`src/rtl/vac_pkg.sv`:
```
package vac_pkg;
  localparam int ADDR_W  = 32;
  localparam int FAULT_W = 5;
  localparam int WORD_W  = ADDR_W + 1;

  // fault bit positions, lowest index has highest priority
  localparam int F_ADDR  = 0;
  localparam int F_MISS  = 1;
  localparam int F_MULTI = 2;
  localparam int F_PROT  = 3;
  localparam int F_INITW = 4;

  typedef enum logic [1:0] {
    K_READ  = 2'b00,
    K_WRITE = 2'b01,
    K_FETCH = 2'b10,
    K_RSVD  = 2'b11
  } kind_e;

  localparam logic [ADDR_W-1:0] DIRECT_LO   = 32'h8000_0000;
  localparam logic [ADDR_W-1:0] DIRECT_HI   = 32'hC000_0000;
  localparam logic [ADDR_W-1:0] FORBID_LO   = 32'hE000_0000;
  localparam logic [ADDR_W-1:0] FETCH_WIN   = 32'hFFFF_FF00;

  typedef struct packed {
    logic              pass;
    logic [FAULT_W-1:0] fault;
    logic [WORD_W-1:0]  word;
  } result_t;
endpackage

```
`src/rtl/vac_region.sv`:
```
module vac_region
  import vac_pkg::*;
(
  input  logic [ADDR_W-1:0] addr,
  input  logic [1:0]        kind,
  input  logic              priv,
  input  logic              xlat_en,
  output logic              addr_err,
  output logic              bypass,
  output logic              xlat
);
  logic low_half, direct_win, mid_win, fetch_top;

  always_comb begin
    low_half   = !addr[ADDR_W-1];
    direct_win = (addr >= DIRECT_LO) && (addr < DIRECT_HI);
    mid_win    = (addr >= DIRECT_HI) && (addr < FORBID_LO);
    fetch_top  = (kind == K_FETCH) && (addr >= FETCH_WIN);

    addr_err = 1'b0;
    bypass   = 1'b0;
    xlat     = 1'b0;
    if (!priv) begin
      if (!low_half) begin
        addr_err = 1'b1;
      end else begin
        xlat   = xlat_en;
        bypass = !xlat_en;
      end
    end else if (direct_win) begin
      bypass = 1'b1;
    end else if (low_half || mid_win || fetch_top) begin
      xlat   = xlat_en;
      bypass = !xlat_en;
    end else begin
      addr_err = 1'b1;
    end
  end
endmodule

```
`src/rtl/vac_prot.sv`:
```
module vac_prot
  import vac_pkg::*;
(
  input  logic [1:0] kind,
  input  logic       priv,
  input  logic [1:0] prot,
  input  logic       dirty,
  output logic       prot_fault,
  output logic       initw_fault
);
  logic is_write;

  always_comb begin
    is_write = (kind == K_WRITE);
    if (is_write) begin
      prot_fault = priv ? !prot[0] : (prot != 2'b11);
    end else begin
      prot_fault = !priv && !prot[1];
    end
    initw_fault = is_write && !dirty;
  end
endmodule

```
`src/rtl/vac_fault_sel.sv`:
```
module vac_fault_sel #(
  parameter int N = 5
) (
  input  logic [N-1:0] raw,
  output logic [N-1:0] sel
);
  logic [N:0] blocked;
  assign blocked[0] = 1'b0;

  for (genvar i = 0; i < N; i++) begin : g_pri
    assign sel[i]       = raw[i] && !blocked[i];
    assign blocked[i+1] = blocked[i] || raw[i];
  end
endmodule

```
`src/rtl/vac_outreg.sv`:
```
module vac_outreg #(
  parameter int W = 8
) (
  input  logic         clk,
  input  logic         rst_n,
  input  logic         in_valid,
  output logic         in_ready,
  input  logic [W-1:0] in_data,
  output logic         out_valid,
  input  logic         out_ready,
  output logic [W-1:0] out_data
);
  assign in_ready = !out_valid || out_ready;

  always_ff @(posedge clk) begin
    if (!rst_n) begin
      out_valid <= 1'b0;
      out_data  <= '0;
    end else if (in_ready) begin
      out_valid <= in_valid;
      if (in_valid) out_data <= in_data;
    end
  end
endmodule

```
`src/rtl/vac_access_check.sv`:
```
module vac_access_check
  import vac_pkg::*;
#(
  parameter int AW = ADDR_W,
  parameter int FW = FAULT_W,
  localparam int WW = AW + 1,
  localparam int RW = 1 + FW + WW
) (
  input  logic          clk,
  input  logic          rst_n,
  input  logic          in_valid,
  output logic          in_ready,
  input  logic [AW-1:0] in_addr,
  input  logic [1:0]    in_kind,
  input  logic          in_priv,
  input  logic          in_xlat_en,
  input  logic          in_single_vm,
  input  logic          tlb_hit,
  input  logic          tlb_multi,
  input  logic [AW-1:0] tlb_ppn,
  input  logic [AW-1:0] tlb_mask,
  input  logic [1:0]    tlb_prot,
  input  logic          tlb_dirty,
  output logic          asid_en,
  output logic          out_valid,
  input  logic          out_ready,
  output logic          out_pass,
  output logic [FW-1:0] out_fault,
  output logic [WW-1:0] out_word
);
  logic addr_err, bypass, xlat;
  logic prot_f, initw_f;
  logic [FW-1:0] raw_f, sel_f;
  logic [AW-1:0] phys;
  result_t nxt, cur;

  assign asid_en = !in_single_vm || !in_priv;

  vac_region u_region (
    .addr(in_addr), .kind(in_kind), .priv(in_priv), .xlat_en(in_xlat_en),
    .addr_err(addr_err), .bypass(bypass), .xlat(xlat)
  );

  vac_prot u_prot (
    .kind(in_kind), .priv(in_priv), .prot(tlb_prot), .dirty(tlb_dirty),
    .prot_fault(prot_f), .initw_fault(initw_f)
  );

  always_comb begin
    raw_f          = '0;
    raw_f[F_ADDR]  = addr_err;
    raw_f[F_MISS]  = xlat && !tlb_hit && !tlb_multi;
    raw_f[F_MULTI] = xlat && tlb_multi;
    raw_f[F_PROT]  = xlat && prot_f;
    raw_f[F_INITW] = xlat && initw_f;
  end

  vac_fault_sel #(.N(FW)) u_sel (.raw(raw_f), .sel(sel_f));

  always_comb begin
    phys = xlat ? ((tlb_ppn & tlb_mask) | (in_addr & ~tlb_mask)) : in_addr;
    nxt.fault = sel_f;
    nxt.pass  = bypass && !(|sel_f);
    nxt.word  = (|sel_f) ? {1'b1, {AW{1'b0}}} : {1'b0, phys};
  end

  vac_outreg #(.W(RW)) u_out (
    .clk(clk), .rst_n(rst_n),
    .in_valid(in_valid), .in_ready(in_ready), .in_data(nxt),
    .out_valid(out_valid), .out_ready(out_ready), .out_data(cur)
  );

  assign out_pass  = cur.pass;
  assign out_fault = cur.fault;
  assign out_word  = cur.word;
endmodule

```
`config.mk`:
```
export PLATFORM = sky130hd
export DESIGN_NAME = vac_access_check
export DESIGN_NICKNAME = d
export VERILOG_FILES = /design/src/rtl/vac_pkg.sv /design/src/rtl/vac_region.sv /design/src/rtl/vac_prot.sv /design/src/rtl/vac_fault_sel.sv /design/src/rtl/vac_outreg.sv /design/src/rtl/vac_access_check.sv
export SDC_FILE = /design/constraint.sdc
export NUM_CORES = 1
export LEC_CHECK = 0
export CORE_MARGIN = 1.5
export CORE_UTILIZATION = 35
export DETAILED_ROUTE_END_ITERATION = 10
export GPL_ROUTABILITY_DRIVEN = 0
export PLACE_DENSITY = 0.82
export RECOVER_POWER = 25
export SYNTH_ARGS = -nofsm -noshare
export SYNTH_HDL_FRONTEND = slang
export SYNTH_SLANG_ARGS = --single-unit
```
`constraint.sdc`:
```
create_clock -name clk -period 3.9 [get_ports clk]
set_clock_uncertainty 0.05 [all_clocks]
set_input_delay 0.78 -clock clk [delete_from_list [all_inputs] [get_ports clk]]
set_output_delay 0.78 -clock clk [all_outputs]
set_load 0.01 [all_outputs]
```
# == After elaboration in Yosys (flattened, before gate mapping) ==
# Index checks and enable logic that the tools add are counted.
# classes
div,0
multipliers,0
n_addsub,0
n_eq_ne,3
shift,0
bitwise,4
muxes,16
n_lt_le_gt_ge,5
n_reduce_logical,39
# ops
cell,count
$ge 32x32->1 const B,3
$and 32x32->32,2
$lt 32x32->1 const B,2
$mux 33,1
$mux 32,1
$not 32->32,1
$or 32x32->32,1
$logic_and 1x1->1,15
$logic_not 1->1,15
$mux 1,14
$logic_or 1x1->1,7
$reduce_or 5->1,1
$eq 2x1->1 const B,1
$eq 2x2->1 const B,1
$ne 2x2->1 const B,1
$reduce_and 2->1,1
# word_totals
ff_bits,40
mem_bits_rw,0
mem_count,0
wordCells,69
inputBits,110
romBits,0
output_inout_bits,42
latch_bits,0

# == Depth between registers and ports, before layout ==
# logic_depth
depth_word,17
ltp_mapped,7
ltp_nobuf,5

# == Cells and area by module ==
# Synthesis repeated with hierarchy kept, for this count alone.
# hier_totals
hier_cells,324
hier_area_um2,2856.5
# modules_own_cells
module,n_inst,cells_per_inst,area_per_inst_um2,seq_area_each_um2
vac_outreg,1,175,1597.8,800.8
vac_access_check,1,120,1044.8,0.0
vac_region,1,20,128.9,0.0
vac_fault_sel,1,6,55.1,0.0
vac_prot,1,3,30.0,0.0

# == Least setup slack after synthesis ==
# No wires, ideal clock.
# synth_timing
kind,input-to-reg
start,input port in_kind[0]
end,register u_out.out_data[0]
arrival_time_ns,2.179
path_slack_ns,1.555
path_stages,7
required_time_ns,3.734
n_path_buf,2
setup_time_ns,0.116
path_cell_list,nand4b_1 > nor4_4 > a31o_2 > buf_4 > a211oi_2 > buf_4 > a31o_2
# synth_between
elab_chain_cells,15
elab_cells_between_ends,31
classes_between,eq/ne: 2; mux: 9; reduce/logical: 20
# synth_rtl
element,line_no,rtl
"start, declared",vac_access_check.sv:14,"input logic [1:0] in_kind,"
$eq 2x2->1,vac_region.sv:18,fetch_top = (kind == K_FETCH) && (addr >= FETCH_WIN);
$logic_and 1x1->1,vac_region.sv:18,
$logic_or 1x1->1,vac_region.sv:32,end else if (low_half || mid_win || fetch_top) begin
$mux 1,vac_region.sv:32,
$mux 1,vac_region.sv:30,end else if (direct_win) begin
$mux 1,vac_region.sv:23,if (!priv) begin
$logic_and 1x1->1 (2 in a row),vac_access_check.sv:52,raw_f[F_MISS] = xlat && !tlb_hit && !tlb_multi;
$logic_or 1x1->1 (3 in a row),vac_fault_sel.sv:12,assign blocked[i+1] = blocked[i] || raw[i];
$logic_not 1->1,vac_fault_sel.sv:11,assign sel[i] = raw[i] && !blocked[i];
$logic_and 1x1->1,vac_fault_sel.sv:11,
$reduce_or 5->1,vac_access_check.sv:64,"nxt.word = (|sel_f) ? {1'b1, {AW{1'b0}}} : {1'b0, phys};"
$mux 33 *,vac_access_check.sv:64,
"end signal, assigned",vac_outreg.sv:21,if (in_valid) out_data <= in_data;
"end, declared",vac_outreg.sv:11,output logic [W-1:0] out_data
# Every way passes the cells marked *; elsewhere a longest branch is shown, timed or not.
# A chain may end at the register's enable or synchronous reset.

# == Worst setup path in the final report ==
# layout_timing
start,input port in_kind[0]
end,register u_out.out_data[30]
# The elaborated chain is that of the path after synthesis.

==> run metrics <==
CTS Buf Count=5; Clock Power Share=about 27%; layout cells sized above 1=roughly an eighth; initial antenna violation count=0; Sequential Power Share=42.6%; DRT Wirelength=approximately 9100 um; library cells used by synthesis=32; DRT Pass-1 Iters=4; DPL Wire Length=6740 um; switching share of power=a little over a quarter; CTS Buffer Depth=2; Hold Buf Count CTS=0; Psw=between 0.0002 and 0.0003 W; WS Path Type=in -> reg; final hold slack=0.420 ns; CP Cell Sequence=clkdlybuf4s50_1 > nand4b_1 > nor4_4 > buf_4 > a21oi_1 > a211oi_4 > buf_4 > a31o_2; Internal=0.000760 W; Crit. Startpoint=in_kind[0]; flops & latches, synth=40; Worst-path clk slew=around 0.070 ns; commonest non-fill, non-tap cell in the layout=clkdlybuf4s50_1; outcome=finished clean; GRT Total Usage=a little under a quarter; maxcap violations=0; Antenna diodes=0; clk root buf=clkbuf_8; Mapped Avg Cell Area=between 8 and 9 um2; Via-to-Cell Ratio=5.84; largest net degree at the start of global routing=37; Worst VDD drop=~0.00016 V; Worst Setup Start Kind=input port; IO Count=152; die area=between 7000 and 8000 um2; final slew viol count=0; Worst-Skew Late Latency=0.28 ns; Syn Inst Count=~280; setup TNS=0 ns; setup repair bufs after CTS=0; RSZ-0062 raised after global routing=no; CP arrival=between 3 and 4 ns; reg2reg path depth=6; htree depth=2; fmax=between 300 and 400 MHz; hold crit path type=reg -> reg; first-iteration detailed-routing DRC count=around 160; Post-CTS Resized=0; Comb pwr share=between 30% and 40%; final period demand of the worst path=between 2 and 3 ns; Area Overhead vs Synth=67.1%; Slew Limit Headroom=about 15%; Remaining DRCs=0; PwrDens=~250 nW/um2; Hold Crit Start=u_out.out_data[38]; Slew @ Worst Pin=roughly 1.3 ns; drt wl/cell=17.7 um; Final period util=around three quarters; Die Span X=87.4 um; core area=~6800 um2; Hold Crit Depth=2; number of global-route vias before repair=slightly below 3000; Sink Count=40; Yosys warnings=0; Leak=1.65 nW; CP endpoint kind=flop; area of the multi-input gates=approximately 1600 um2; grt ovf=0; Reg area=between 800 and 900 um2; Reg2Reg Launch Point=u_out.out_valid; Seq/Total Area, Yosys=between 30% and 40%; mapped cell area=2490 um2; Rows=30; clock tree from TritonCTS=built; final setup fails=0; ANT nets after route=0; die height=87.4 um; Port Buffers=151; Worst Path Required=4.08 ns; Filler Cell Count=642; critical path's slowest cell=a211oi_4; first-pass GRT wire length=13800 um; Initial Util=a little over a third; Worst R2R Setup Slack=around 1.9 ns; layout net count=~530; Syn Nets=around 390; Final Hold Viols=0; total number of vias=about 3000; Max FO, Critical Path=15; CP max stage delay=0.43 ns; commonest non-fill, non-tap cells in the layout=clkdlybuf4s50_1, dfxtp_1, and3_1; most frequent CP cell=buf_4
-- cell usage after synthesis --
cell type  count  area, um2
dfxtp_1       40        801
and3_1        37        231
nand4_1       35        219
a32o_1        34        340
a31o_2        33        289
a21boi_0      31        233
clkbuf_1      20       75.1
buf_2          6       30.0
buf_4          4       30.0
inv_1          4       15.0
a21oi_1        3       15.0
nand2_1        3       11.3
nand3_1        3       15.0
nor2_1         3       11.3
and2_1         2       12.5
nand2b_1       2       12.5
o21ai_0        2       10.0
a211oi_2       1       12.5
a221oi_1       1       8.76
a31o_1         1       8.76
nand4b_1       1       8.76
nor2b_1        1       6.26
nor3_1         1       5.00
nor3b_2        1       12.5
nor4_1         1       6.26
nor4_4         1       21.3
o221a_2        1       11.3
o221ai_1       1       8.76
o22ai_1        1       6.26
o2bb2ai_1      1       8.76
o31a_1         1       8.76
or3_1          1       6.26
-- routing by layer --
metal / track usage, % / share of wire [%]
met3: 5.78 / 9.0
met1: 26.4 / 41
met2: 41.6 / 49
met5: 0 / 0
met4: 6.64 / 1.7
-- through the flow --
step	instances	instance area, um2	total power, W	utilization, %	setup slack (ns)
5_1_grt	512	4160	0.00107	60.9	0.797
2_1_floorplan	277	2490	0.000567	-	1.55
3_3_place_gp	504	4070	0.000757	59.6	0.716
4_1_cts	512	4160	0.00104	61.0	0.980
3_5_place_dp	504	4070	0.000762	59.6	0.686
6_report	512	4160	0.00103	60.9	0.984
-- sequential cells by signal (all words and copies together) (netlist names) --
register,count
u_out.out_valid,1
u_out.out_data,39
-- power groups by stage --
stage               clock network [W]  registers (W)  logic [W]
finish                       0.000280       0.000438   0.000312
global route                 0.000301       0.000441   0.000333
CTS                          0.000287       0.000439   0.000316
detailed placement                  0       0.000448   0.000314
global placement                    0       0.000448   0.000309
floorplan                           0       0.000456   0.000111
-- worst max-delay path: cells and delay by family --
family                 cells  cell delay [ns]
buffers and inverters      3             0.96
AOI/OAI and AO/OA          3             0.76
and+or+nand+nor            2             0.59
-- area by class of cell --
type / count / area share (%)
flip-flops and latches: 40 / 19.2
repair buffers: 161 / 38.0
well taps: 96 / 2.89
clock buffers: 8 / 2.16
multi-input cells: 203 / 37.4
inverters: 4 / 0.361
-- cell families after synthesis --
| group | after synthesis | share of synthesized area, % |
|---|---|---|
| flip-flops | 40 | 32.1 |
| AND/OR/NAND/NOR | 92 | 23.3 |
| AO/OA/AOI/OAI | 111 | 38.6 |
| buffers and inverters | 34 | 6.03 |
-- path summary, 6_finish.rpt --
check | end
setup reg to reg | u_out.out_data[30]
hold reg to reg | u_out.out_data[38]
hold / removal | u_out.out_data[38]
setup / recovery | u_out.out_data[30]
Power figures use the tool's default switching activity.
